<file path="src/rtl/pulse_cnt_pkg.sv">
package pulse_cnt_pkg;
  typedef enum logic [1:0] {
    ADDR_CTRL = 2'd0,
    ADDR_TOP  = 2'd1,
    ADDR_TOPB = 2'd2
  } reg_addr_e;

  localparam int CTRL_W = 4;

  typedef struct packed {
    logic imm_load;
    logic dir_en;
    logic s1_sel;
    logic rst_en;
  } ctrl_t;
endpackage

</file>
<file path="src/rtl/pulse_cnt_regs.sv">
module pulse_cnt_regs
  import pulse_cnt_pkg::*;
#(
  parameter int               WIDTH      = 16,
  parameter int               SYNC_TICKS = 3,
  parameter int               REL_TICKS  = 2,
  parameter logic [WIDTH-1:0] TOP_RST    = '1
) (
  input  logic             clk_i,
  input  logic             rst_ni,
  input  logic             wr_en_i,
  input  logic [1:0]       wr_addr_i,
  input  logic [WIDTH-1:0] wr_data_i,
  input  logic             tick_i,
  output logic             hold_o,
  output logic             s1_sel_o,
  output logic             dir_en_o,
  output logic             imm_o,
  output logic [WIDTH-1:0] top_o,
  output logic [WIDTH-1:0] topb_o,
  output logic             busy_o
);
  localparam int SW = $clog2(SYNC_TICKS + 1);
  localparam int RW = $clog2(REL_TICKS + 1);

  ctrl_t            wctrl;
  logic             wr_ctrl, wr_top, wr_topb, ctrl_chg, wr_sync, pend_any, apply;
  logic             hold_q, imm_q, s1_sel_q, dir_en_q;
  logic             pend_s1, pend_den, pend_ctrl_v, pend_top_v;
  logic [WIDTH-1:0] pend_top, top_q, topb_q;
  logic [SW-1:0]    sync_cnt;
  logic [RW-1:0]    rel_cnt;
  logic             unused_data;

  assign wctrl       = ctrl_t'(wr_data_i[CTRL_W-1:0]);
  assign unused_data = ^wr_data_i[WIDTH-1:CTRL_W];
  assign wr_ctrl     = wr_en_i && (wr_addr_i == ADDR_CTRL);
  assign wr_top      = wr_en_i && (wr_addr_i == ADDR_TOP);
  assign wr_topb     = wr_en_i && (wr_addr_i == ADDR_TOPB);
  // only a change of the direction bits needs to cross into the count domain
  assign ctrl_chg    = (wctrl.s1_sel != s1_sel_q) || (wctrl.dir_en != dir_en_q);
  assign wr_sync     = (wr_ctrl && ctrl_chg) || wr_top;
  assign pend_any    = pend_ctrl_v || pend_top_v;
  assign apply       = tick_i && pend_any && !wr_sync && (sync_cnt == SW'(SYNC_TICKS - 1));

  always_ff @(posedge clk_i or negedge rst_ni) begin
    if (!rst_ni) begin
      hold_q      <= 1'b0;
      rel_cnt     <= '0;
      imm_q       <= 1'b0;
      s1_sel_q    <= 1'b0;
      dir_en_q    <= 1'b0;
      pend_s1     <= 1'b0;
      pend_den    <= 1'b0;
      pend_ctrl_v <= 1'b0;
      pend_top    <= '0;
      pend_top_v  <= 1'b0;
      top_q       <= TOP_RST;
      topb_q      <= TOP_RST;
      sync_cnt    <= '0;
    end else begin
      // reset-enable: set at once, release after REL_TICKS count pulses
      if (wr_ctrl) begin
        imm_q <= wctrl.imm_load;
        if (wctrl.rst_en) begin
          hold_q  <= 1'b1;
          rel_cnt <= '0;
        end else if (hold_q) begin
          rel_cnt <= RW'(REL_TICKS);
        end
      end else if (tick_i && rel_cnt != '0) begin
        rel_cnt <= rel_cnt - RW'(1);
        if (rel_cnt == RW'(1)) hold_q <= 1'b0;
      end

      if (wr_ctrl && ctrl_chg) begin
        pend_s1     <= wctrl.s1_sel;
        pend_den    <= wctrl.dir_en;
        pend_ctrl_v <= 1'b1;
      end else if (apply) begin
        pend_ctrl_v <= 1'b0;
        if (pend_ctrl_v) begin
          s1_sel_q <= pend_s1;
          dir_en_q <= pend_den;
        end
      end

      if (wr_top) begin
        pend_top   <= wr_data_i;
        pend_top_v <= 1'b1;
      end else if (apply) begin
        pend_top_v <= 1'b0;
      end

      if (wr_topb) topb_q <= wr_data_i;

      if (wr_sync || apply)         sync_cnt <= '0;
      else if (tick_i && pend_any)  sync_cnt <= sync_cnt + SW'(1);

      if (hold_q)                   top_q <= imm_q ? topb_q : '0;
      else if (apply && pend_top_v) top_q <= pend_top;
    end
  end

  assign hold_o   = hold_q;
  assign s1_sel_o = s1_sel_q;
  assign dir_en_o = dir_en_q;
  assign imm_o    = imm_q;
  assign top_o    = top_q;
  assign topb_o   = topb_q;
  assign busy_o   = pend_any || (rel_cnt != '0);
endmodule

</file>
<file path="src/rtl/pulse_cnt_core.sv">
module pulse_cnt_core #(
  parameter int WIDTH = 16
) (
  input  logic             clk_i,
  input  logic             rst_ni,
  input  logic             tick_i,
  input  logic             hold_i,
  input  logic             down_i,
  input  logic [WIDTH-1:0] top_i,
  output logic [WIDTH-1:0] cnt_o,
  output logic             wrap_o,
  output logic             dir_o
);
  logic [WIDTH-1:0] cnt_q;
  logic             wrap_q, dir_q;

  always_ff @(posedge clk_i or negedge rst_ni) begin
    if (!rst_ni) begin
      cnt_q  <= '0;
      wrap_q <= 1'b0;
      dir_q  <= 1'b0;
    end else if (hold_i) begin
      cnt_q  <= '0;
      wrap_q <= 1'b0;
      dir_q  <= 1'b0;
    end else begin
      wrap_q <= 1'b0;
      if (tick_i) begin
        dir_q <= down_i;
        if (down_i) begin
          if (cnt_q == '0) begin
            cnt_q  <= top_i;
            wrap_q <= 1'b1;
          end else begin
            cnt_q <= cnt_q - WIDTH'(1);
          end
        end else if (cnt_q == top_i) begin
          cnt_q  <= '0;
          wrap_q <= 1'b1;
        end else begin
          cnt_q <= cnt_q + WIDTH'(1);
        end
      end
    end
  end

  assign cnt_o  = cnt_q;
  assign wrap_o = wrap_q;
  assign dir_o  = dir_q;
endmodule

</file>
<file path="src/rtl/pulse_cnt16.sv">
module pulse_cnt16 #(
  parameter int WIDTH = 16
) (
  input  logic             clk_i,
  input  logic             rst_ni,
  input  logic             wr_en_i,
  input  logic [1:0]       wr_addr_i,
  input  logic [WIDTH-1:0] wr_data_i,
  input  logic             s0_i,
  input  logic             s1_i,
  output logic [WIDTH-1:0] cnt_o,
  output logic             busy_o,
  output logic             ufof_o,
  output logic             dir_o
);
  logic             s0_q, tick, down;
  logic             hold, s1_sel, dir_en, imm;
  logic [WIDTH-1:0] top, topb;

  always_ff @(posedge clk_i or negedge rst_ni) begin
    if (!rst_ni) s0_q <= 1'b0;
    else         s0_q <= s0_i;
  end

  assign tick = s0_i && !s0_q;
  assign down = s1_sel && dir_en && s1_i;

  pulse_cnt_regs #(.WIDTH(WIDTH)) u_regs (
    .clk_i     (clk_i),
    .rst_ni    (rst_ni),
    .wr_en_i   (wr_en_i),
    .wr_addr_i (wr_addr_i),
    .wr_data_i (wr_data_i),
    .tick_i    (tick),
    .hold_o    (hold),
    .s1_sel_o  (s1_sel),
    .dir_en_o  (dir_en),
    .imm_o     (imm),
    .top_o     (top),
    .topb_o    (topb),
    .busy_o    (busy_o)
  );

  pulse_cnt_core #(.WIDTH(WIDTH)) u_core (
    .clk_i  (clk_i),
    .rst_ni (rst_ni),
    .tick_i (tick),
    .hold_i (hold),
    .down_i (down),
    .top_i  (top),
    .cnt_o  (cnt_o),
    .wrap_o (ufof_o),
    .dir_o  (dir_o)
  );
endmodule

</file>
<file path="config.mk">
export PLATFORM = sky130hd
export DESIGN_NAME = pulse_cnt16
export DESIGN_NICKNAME = d
export VERILOG_FILES = /design/src/rtl/pulse_cnt_pkg.sv /design/src/rtl/pulse_cnt_regs.sv /design/src/rtl/pulse_cnt_core.sv /design/src/rtl/pulse_cnt16.sv
export SDC_FILE = /design/constraint.sdc
export NUM_CORES = 1
export LEC_CHECK = 0
export BUFFER_PORTS_ARGS = -buffer_cell sky130_fd_sc_hd__buf_2
export CAP_MARGIN = 25
export CORE_MARGIN = 4
export CORE_UTILIZATION = 50
export DETAILED_ROUTE_END_ITERATION = 10
export HOLD_SLACK_MARGIN = 0.08
export PLACE_DENSITY = 0.69
export SYNTH_ARGS = -nofsm -noshare
export SYNTH_HDL_FRONTEND = slang
export SYNTH_SLANG_ARGS = --single-unit
</file>
<file path="constraint.sdc">
create_clock -name clk_i -period 2.7 [get_ports clk_i]
set_input_delay 0.27 -clock clk_i [delete_from_list [all_inputs] [get_ports clk_i]]
set_output_delay 0.27 -clock clk_i [all_outputs]
set_load 0.01 [all_outputs]
</file>
==> results of run 1 <==
layout by cell type (no fill, tap or decap), drive strengths merged, types with 10 or more instances in the layout:
| cell | count |
|---|---|
| mux2 | 37 |
| nand2 | 48 |
| nand3 | 18 |
| nor2b | 17 |
| nor3 | 10 |
| a21oi | 26 |
| buf | 56 |
| inv | 16 |
| o211ai | 10 |
| o21ai | 27 |
| nor2 | 33 |
| dfrtp | 47 |
| dfstp | 32 |
| xnor2 | 21 |
registers in the layout (all words and copies together) (netlist names):
register,cells
s0_q,1
u_core.cnt_o,16
u_core.dir_o,1
u_core.wrap_o,1
u_regs.dir_en_o,1
u_regs.hold_o,1
u_regs.imm_o,1
u_regs.pend_ctrl_v,1
u_regs.pend_den,1
u_regs.pend_s1,1
u_regs.pend_top,16
u_regs.pend_top_v,1
u_regs.rel_cnt,2
u_regs.s1_sel_o,1
u_regs.sync_cnt,2
u_regs.top_o,16
u_regs.topb_o,16
through the flow:
step / std cells / hold WS, ps / instance area [sq um]
after global routing: 615 / 130 / 5080
after global placement: 596 / 402 / 4830
after floorplan: 467 / -25.6 / 4550
final: 615 / 154 / 5080
after CTS: 613 / 107 / 5050
after detailed placement: 596 / 406 / 4830
final cells by class:
| type | instances | area share (%) |
|---|---|---|
| timing repair buffer | 58 | 7.09 |
| inverter | 11 | 0.812 |
| multi-input combinational | 343 | 45.7 |
| sequential | 79 | 39.7 |
| tap | 108 | 2.66 |
| clock buffer | 9 | 2.44 |
| clock inverter | 7 | 1.65 |
power by group through the flow:
stage	Clock (W)	Combinational, W	Sequential [W]
global placement	0	0.00153	0.00181
global route	0.00102	0.00177	0.00186
finish	0.000933	0.00159	0.00181
CTS	0.000964	0.00158	0.00181
detailed placement	0	0.00157	0.00184
floorplan	0	0.00123	0.00176
worst min path at each step:
stage | cells past startpoint | to | slack (ps)
finish | 2 | u_regs.pend_top[7] | 150
detailed placement | 1 | s0_q | 410
floorplan | 0 | s0_q | -30
global placement | 1 | s0_q | 400
global route | 2 | u_regs.topb_o[12] | 130
CTS | 1 | u_core.cnt_o[6] | 110
repair_timing:
| item | in CTS | in global routing |
|---|---|---|
| hold buffers | 1 | 1 |
| hold endpoints to repair | 1 | 18 |
| gates resized for setup | 0 | 0 |
kinds of logic after synthesis:
group,Yosys count
and+or+nand+nor,170
AOI/OAI and AO/OA,101
buffers and inverters,45
muxes,40
xor gates and xnor gates,26
adders and majority gates,6
DFF,79
layer usage:
metal / up-vias / global-route usage, %
li1: 1733 / -
met1: 1756 / 29.1
met2: 137 / 34.4
met3: 27 / 5.16
met4: 0 / 6.47
met5: - / 0
==> results.sh, run 1 <==
export IMPL_power_frac_clock_pct=21.5
export IMPL_die_area_sq_um=10700
export IMPL_numCtsBuffers=9
export IMPL_drc=0
export IMPL_final_setup_tns_ps=0
export IMPL_ys_warn_count=0
export IMPL_cts_buffer_depth=2
export IMPL_setup_violations=0
export IMPL_worstPathCellList="inv_1, ha_1, nor3b_2, nand3_2, or2_1, buf_4, nand2_1, o211ai_1, a311oi_2"
export IMPL_initialDrtViolationCount=188
export IMPL_syn_instance_count=467
export IMPL_n_antenna_cell=0
export IMPL_synth_area_top_cells="dfrtp_1, dfstp_2, mux2_2"
export IMPL_muxShareOfSynthArea_pct=9.82
export IMPL_synth_distinct_cells=63
export IMPL_clock_skew_ps=12.6
export IMPL_wl_met3_um=708
export IMPL_tightest_slew_ps=871
export IMPL_nets=531
export IMPL_cts_root_buf="clkbuf_8"
export IMPL_end_kind="flip-flop"
export IMPL_cpPeakStageDelay_ps=460
export IMPL_dp_slack_ps=411
export IMPL_cts_setup_buffers=0
export IMPL_top_layer="met4"
export IMPL_grt_usage_pct=21.5
export IMPL_wl_per_cell_um=17.2
export IMPL_dr_pass1_iters=5
export IMPL_filler_cell_count=779
export IMPL_antenna_found_initial=0
export IMPL_max_freq_ghz=0.429
export IMPL_hold_path_class="primary input to flip-flop"
export IMPL_die_h_um=103
export IMPL_p_int_w=0.00269
export IMPL_crit_family="simple AND/OR/NAND/NOR gates"
export IMPL_ys_flop_type="dfrtp_1"
export IMPL_p_sw_w=0.00165
export IMPL_grt_max_degree=80
export IMPL_setup_ws_ps=371
export IMPL_path_depth=9
export IMPL_synth_top_area_share_pct=25.9
export IMPL_critPathSlowestCell="dfrtp_1"
export IMPL_routed_wl_um=10600
export IMPL_tritoncts="done"
export IMPL_path_max_fanout=13
export IMPL_start_util_pct=51.7
export IMPL_rows=34
export IMPL_via_per_inst=5.94
export IMPL_hpwl_um=7530
export IMPL_synth_seq_cells=79
export IMPL_criticalPathCategory="flip-flop to flip-flop"
export IMPL_wl_met1_um=4630
export IMPL_grt_pass1_wl_um=17900
export IMPL_outcome="completed"
export IMPL_rsz0062_at_grt="false"
export IMPL_coreArea_sq_um=8810
export IMPL_hold_violations=0
export IMPL_syn_area_sq_um=4550
export IMPL_h_tree_depth=3
export IMPL_fin_crit_sh_pct=86.2
export IMPL_ir_drop_mv=0.412
export IMPL_globalplace_congestion=0.892
export IMPL_fin_total_pwr_w=0.00433
export IMPL_arrival_ps=2590
export IMPL_avgSynthCellArea_sq_um=9.74
export IMPL_vias=3653
export IMPL_met2_length_um=5020
export IMPL_synthXorXnorAreaFrac_pct=5.01
export IMPL_endpoint="u_core.cnt_o[1]"
export IMPL_synth_area_leader_cell="dfrtp_1"
export IMPL_die_w_um=103
export IMPL_leakagePower_nw=2.17
export IMPL_slew_headroom_pct=41.8
export IMPL_power_density_nw_per_um2=852
export IMPL_worst_path_buf_inv=2
export IMPL_synth_adder_area_share_pct=1.65
export IMPL_drv_slew=0
export IMPL_syn_nets=496
export IMPL_r2r_start="u_core.cnt_o[1]"
export IMPL_portBuffers=41
export IMPL_drive_above_1_share_pct=30.4
export IMPL_multiInputGateArea_sq_um=2320
export IMPL_io_pins=42
export IMPL_ys_async_sr_fraction_pct=100
export IMPL_final_util_pct=57.7
export IMPL_crit_start="u_core.cnt_o[1]"
export IMPL_p_sw_share_pct=38.0
export IMPL_yosys_area_share_simple_pct=20.3
export IMPL_yosys_top_cells_count="nand2_1, dfrtp_1, mux2_2, dfstp_2, nor2_1"
export IMPL_power_frac_comb_pct=36.6
export IMPL_period_minus_slack_ps=2330
export IMPL_synth_edf_count=0
export IMPL_min_delay_start="wr_data_i[7]"
export IMPL_r2r_slack_ps=370
export IMPL_critPathLaunchType="flip-flop"
export IMPL_area_delta_synth_final_pct=11.8
export IMPL_grt_pass1_vias=3566
export IMPL_seq_area_sq_um=2020
export IMPL_postRouteAntennaNets=0
export IMPL_grt_overflow=0
export IMPL_reg2regPathDepth=9
export IMPL_power_frac_seq_pct=41.8
export IMPL_worstSkewPairLatency_ps=360
export IMPL_cts_sinks=79
export IMPL_clk_pin_slew_ps=90
export IMPL_synth_top_family_by_area="simple AND/OR/NAND/NOR gates"
export IMPL_yosysSeqAreaShare_pct=44.3
export IMPL_synth_compound_area_share_pct=14.3
export IMPL_r2r_end="u_core.cnt_o[1]"
export IMPL_yosysMostFrequentCell="nand2_1"
export IMPL_maxCapViolations=0
export IMPL_required_ps=2960
(Power assumes the default switching activity.)
==> inputs of run 2 (changes only) <==
--- a/config.mk
+++ b/config.mk
@@ -5,7 +5,7 @@
 export SDC_FILE = /design/constraint.sdc
 export NUM_CORES = 1
 export LEC_CHECK = 0
-export BUFFER_PORTS_ARGS = -buffer_cell sky130_fd_sc_hd__buf_2
+export BUFFER_PORTS_ARGS = -buffer_cell sky130_fd_sc_hd__clkbuf_2
 export CAP_MARGIN = 25
 export CORE_MARGIN = 4
 export CORE_UTILIZATION = 50
==> constraint.sdc (replaced) <==
create_clock -name clk_i -period 2.3 [get_ports clk_i]
set_input_delay 0.23 -clock clk_i [delete_from_list [all_inputs] [get_ports clk_i]]
set_output_delay 0.23 -clock clk_i [all_outputs]
set_load 0.01 [all_outputs]
==> results.sh, run 2 (synthesis gave the netlist of run 1 again) <==
export IMPL_die_w_um=103
export IMPL_initialDrtViolationCount=220
export IMPL_globalplace_congestion=0.917
export IMPL_worstPathCellList="buf_4, and3_1, nand3_1, nor2b_1, nand3_1, a21o_1, a211o_1"
export IMPL_worstSkewPairLatency_ps=370
export IMPL_grt_usage_pct=22.6
export IMPL_vias=3786
export IMPL_crit_start="u_core.cnt_o[2]"
export IMPL_numCtsBuffers=9
export IMPL_p_int_w=0.00313
export IMPL_cts_root_buf="clkbuf_8"
export IMPL_final_setup_tns_ps=0
export IMPL_clock_skew_ps=20.0
export IMPL_fin_crit_sh_pct=96.0
export IMPL_power_frac_seq_pct=41.7
export IMPL_grt_overflow=0
export IMPL_portBuffers=41
export IMPL_max_freq_ghz=0.453
export IMPL_setup_violations=0
export IMPL_area_delta_synth_final_pct=15.4
export IMPL_drive_above_1_share_pct=33.6
export IMPL_drv_slew=0
export IMPL_setup_ws_ps=92.1
export IMPL_ir_drop_mv=0.547
export IMPL_tritoncts="done"
export IMPL_min_delay_start="wr_data_i[12]"
export IMPL_required_ps=2550
export IMPL_io_pins=42
export IMPL_whs_ps=104
export IMPL_n_antenna_cell=0
export IMPL_p_sw_w=0.00203
export IMPL_rows=34
export IMPL_rsz0062_at_grt="false"
export IMPL_layout_commonest_cell="nand2_1"
export IMPL_routed_wl_um=11200
export IMPL_hold_path_class="primary input to flip-flop"
export IMPL_end_kind="flip-flop"
export IMPL_postRouteAntennaNets=0
export IMPL_critPathSlowestCell="dfrtp_1"
export IMPL_criticalPathCategory="flip-flop to flip-flop"
export IMPL_antenna_found_initial=0
export IMPL_nets=554
export IMPL_clk_pin_slew_ps=100
export IMPL_grt_pass1_vias=3754
export IMPL_grt_pass1_wl_um=18800
export IMPL_start_util_pct=51.7
export IMPL_power_frac_comb_pct=38.0
export IMPL_slew_headroom_pct=51.3
export IMPL_dr_pass1_iters=5
export IMPL_via_per_inst=5.93
export IMPL_crit_family="simple AND/OR/NAND/NOR gates"
export IMPL_mostFrequentLayoutCells="nand2_1, dfrtp_1, clkbuf_2, buf_4, mux2_2"
export IMPL_maxCapViolations=0
export IMPL_period_minus_slack_ps=2210
export IMPL_h_tree_depth=3
export IMPL_filler_cell_count=782
export IMPL_power_frac_clock_pct=20.4
export IMPL_grt_max_degree=78
export IMPL_arrival_ps=2460
export IMPL_dp_slack_ps=155
export IMPL_cts_sinks=79
export IMPL_path_max_fanout=8
export IMPL_power_density_nw_per_um2=983
export IMPL_die_h_um=103
export IMPL_critPathLaunchType="flip-flop"
export IMPL_cts_buffer_depth=2
export IMPL_wl_per_cell_um=17.6
export IMPL_r2r_slack_ps=90
export IMPL_hpwl_um=8030
export IMPL_p_sw_share_pct=39.3
export IMPL_cpMostUsedCell="nand3_1"
export IMPL_outcome="completed"
export IMPL_final_util_pct=59.6
export IMPL_fin_total_pwr_w=0.00516
export IMPL_leakagePower_nw=2.27
export IMPL_hold_violations=0
export IMPL_r2r_start="u_core.cnt_o[2]"
export IMPL_worst_path_buf_inv=1
export IMPL_coreArea_sq_um=8810
export IMPL_die_area_sq_um=10700
export IMPL_drc=0
export IMPL_cpPeakStageDelay_ps=510
export IMPL_tightest_slew_ps=728
[run 2: changes by cell type in the layout (fill, tap and decap cells not counted)]
| cell | before | now |
|---|---|---|
| inv_6 | 4 | 3 |
| nor2_2 | 1 | 2 |
| nor2_1 | 32 | 31 |
| buf_4 | 15 | 38 |
| clkinv_8 | 0 | 1 |
| inv_8 | 1 | 2 |
| bufinv_16 | 1 | 0 |
| buf_2 | 40 | 0 |
| clkbuf_2 | 0 | 40 |
[run 2: worst paths after layout]
check / end / cells after the start
worst max-delay path: u_core.cnt_o[11] / 7
worst min-delay path: u_regs.pend_top[12] / 2
worst max register to register: u_core.cnt_o[11] / 7
worst min register to register: u_regs.top_o[9] / 2
max in group asynchronous: u_regs.topb_o[13] / 4
min in group asynchronous: u_regs.sync_cnt[0] / 2
[run 2: area by class of cell]
type                    instances  area, sq um  share of cell area, %
well taps                     108          135                   2.57
multi-input cells             343         2330                   44.3
clock buffers                   9          124                   2.36
inverters                      11         41.3                  0.787
clock inverters                 7         72.6                   1.38
flip-flops and latches         79         2020                   38.4
repair buffers                 81          533                   10.2
[run 2: power by group through the flow]
stage          Clock, W  Sequential (W)  Combinational, W
5_1_grt         0.00113         0.00220           0.00220
3_3_place_gp          0         0.00215           0.00187
3_5_place_dp          0         0.00217           0.00193
2_1_floorplan         0         0.00207           0.00144
4_1_cts         0.00106         0.00215           0.00194
6_report        0.00105         0.00215           0.00196
[run 2: per-layer routing]
layer	vias up	GRT usage, %	wire length [um]
met5	-	0	0
met4	0	8.27	267
met3	28	5.03	875
met2	168	35.7	5290
met1	1804	30.7	4790
li1	1786	-	-
[run 2: repair_timing]
| item | in CTS | in global routing |
|---|---|---|
| gates resized for setup | 0 | 1 |
| setup endpoints to repair | 0 | 2 |
| buffers inserted | 0 | 2 |
| hold buffers | 2 | 0 |
| endpoints found under the hold margin | 48 | 0 |
[run 2: worst reg2reg max path: stages (launching register included)]
cell	delay, ps
dfrtp_1	510
buf_4	210
and3_1	210
nand3_1	170
nor2b_1	350
nand3_1	160
a21o_1	200
a211o_1	280
[run 2: stage by stage]
stage               area [sq um]  cells
floorplan                   4550    467
global placement            4990    617
detailed placement          4990    617
CTS                         5200    635
global route                5250    638
finish                      5250    638
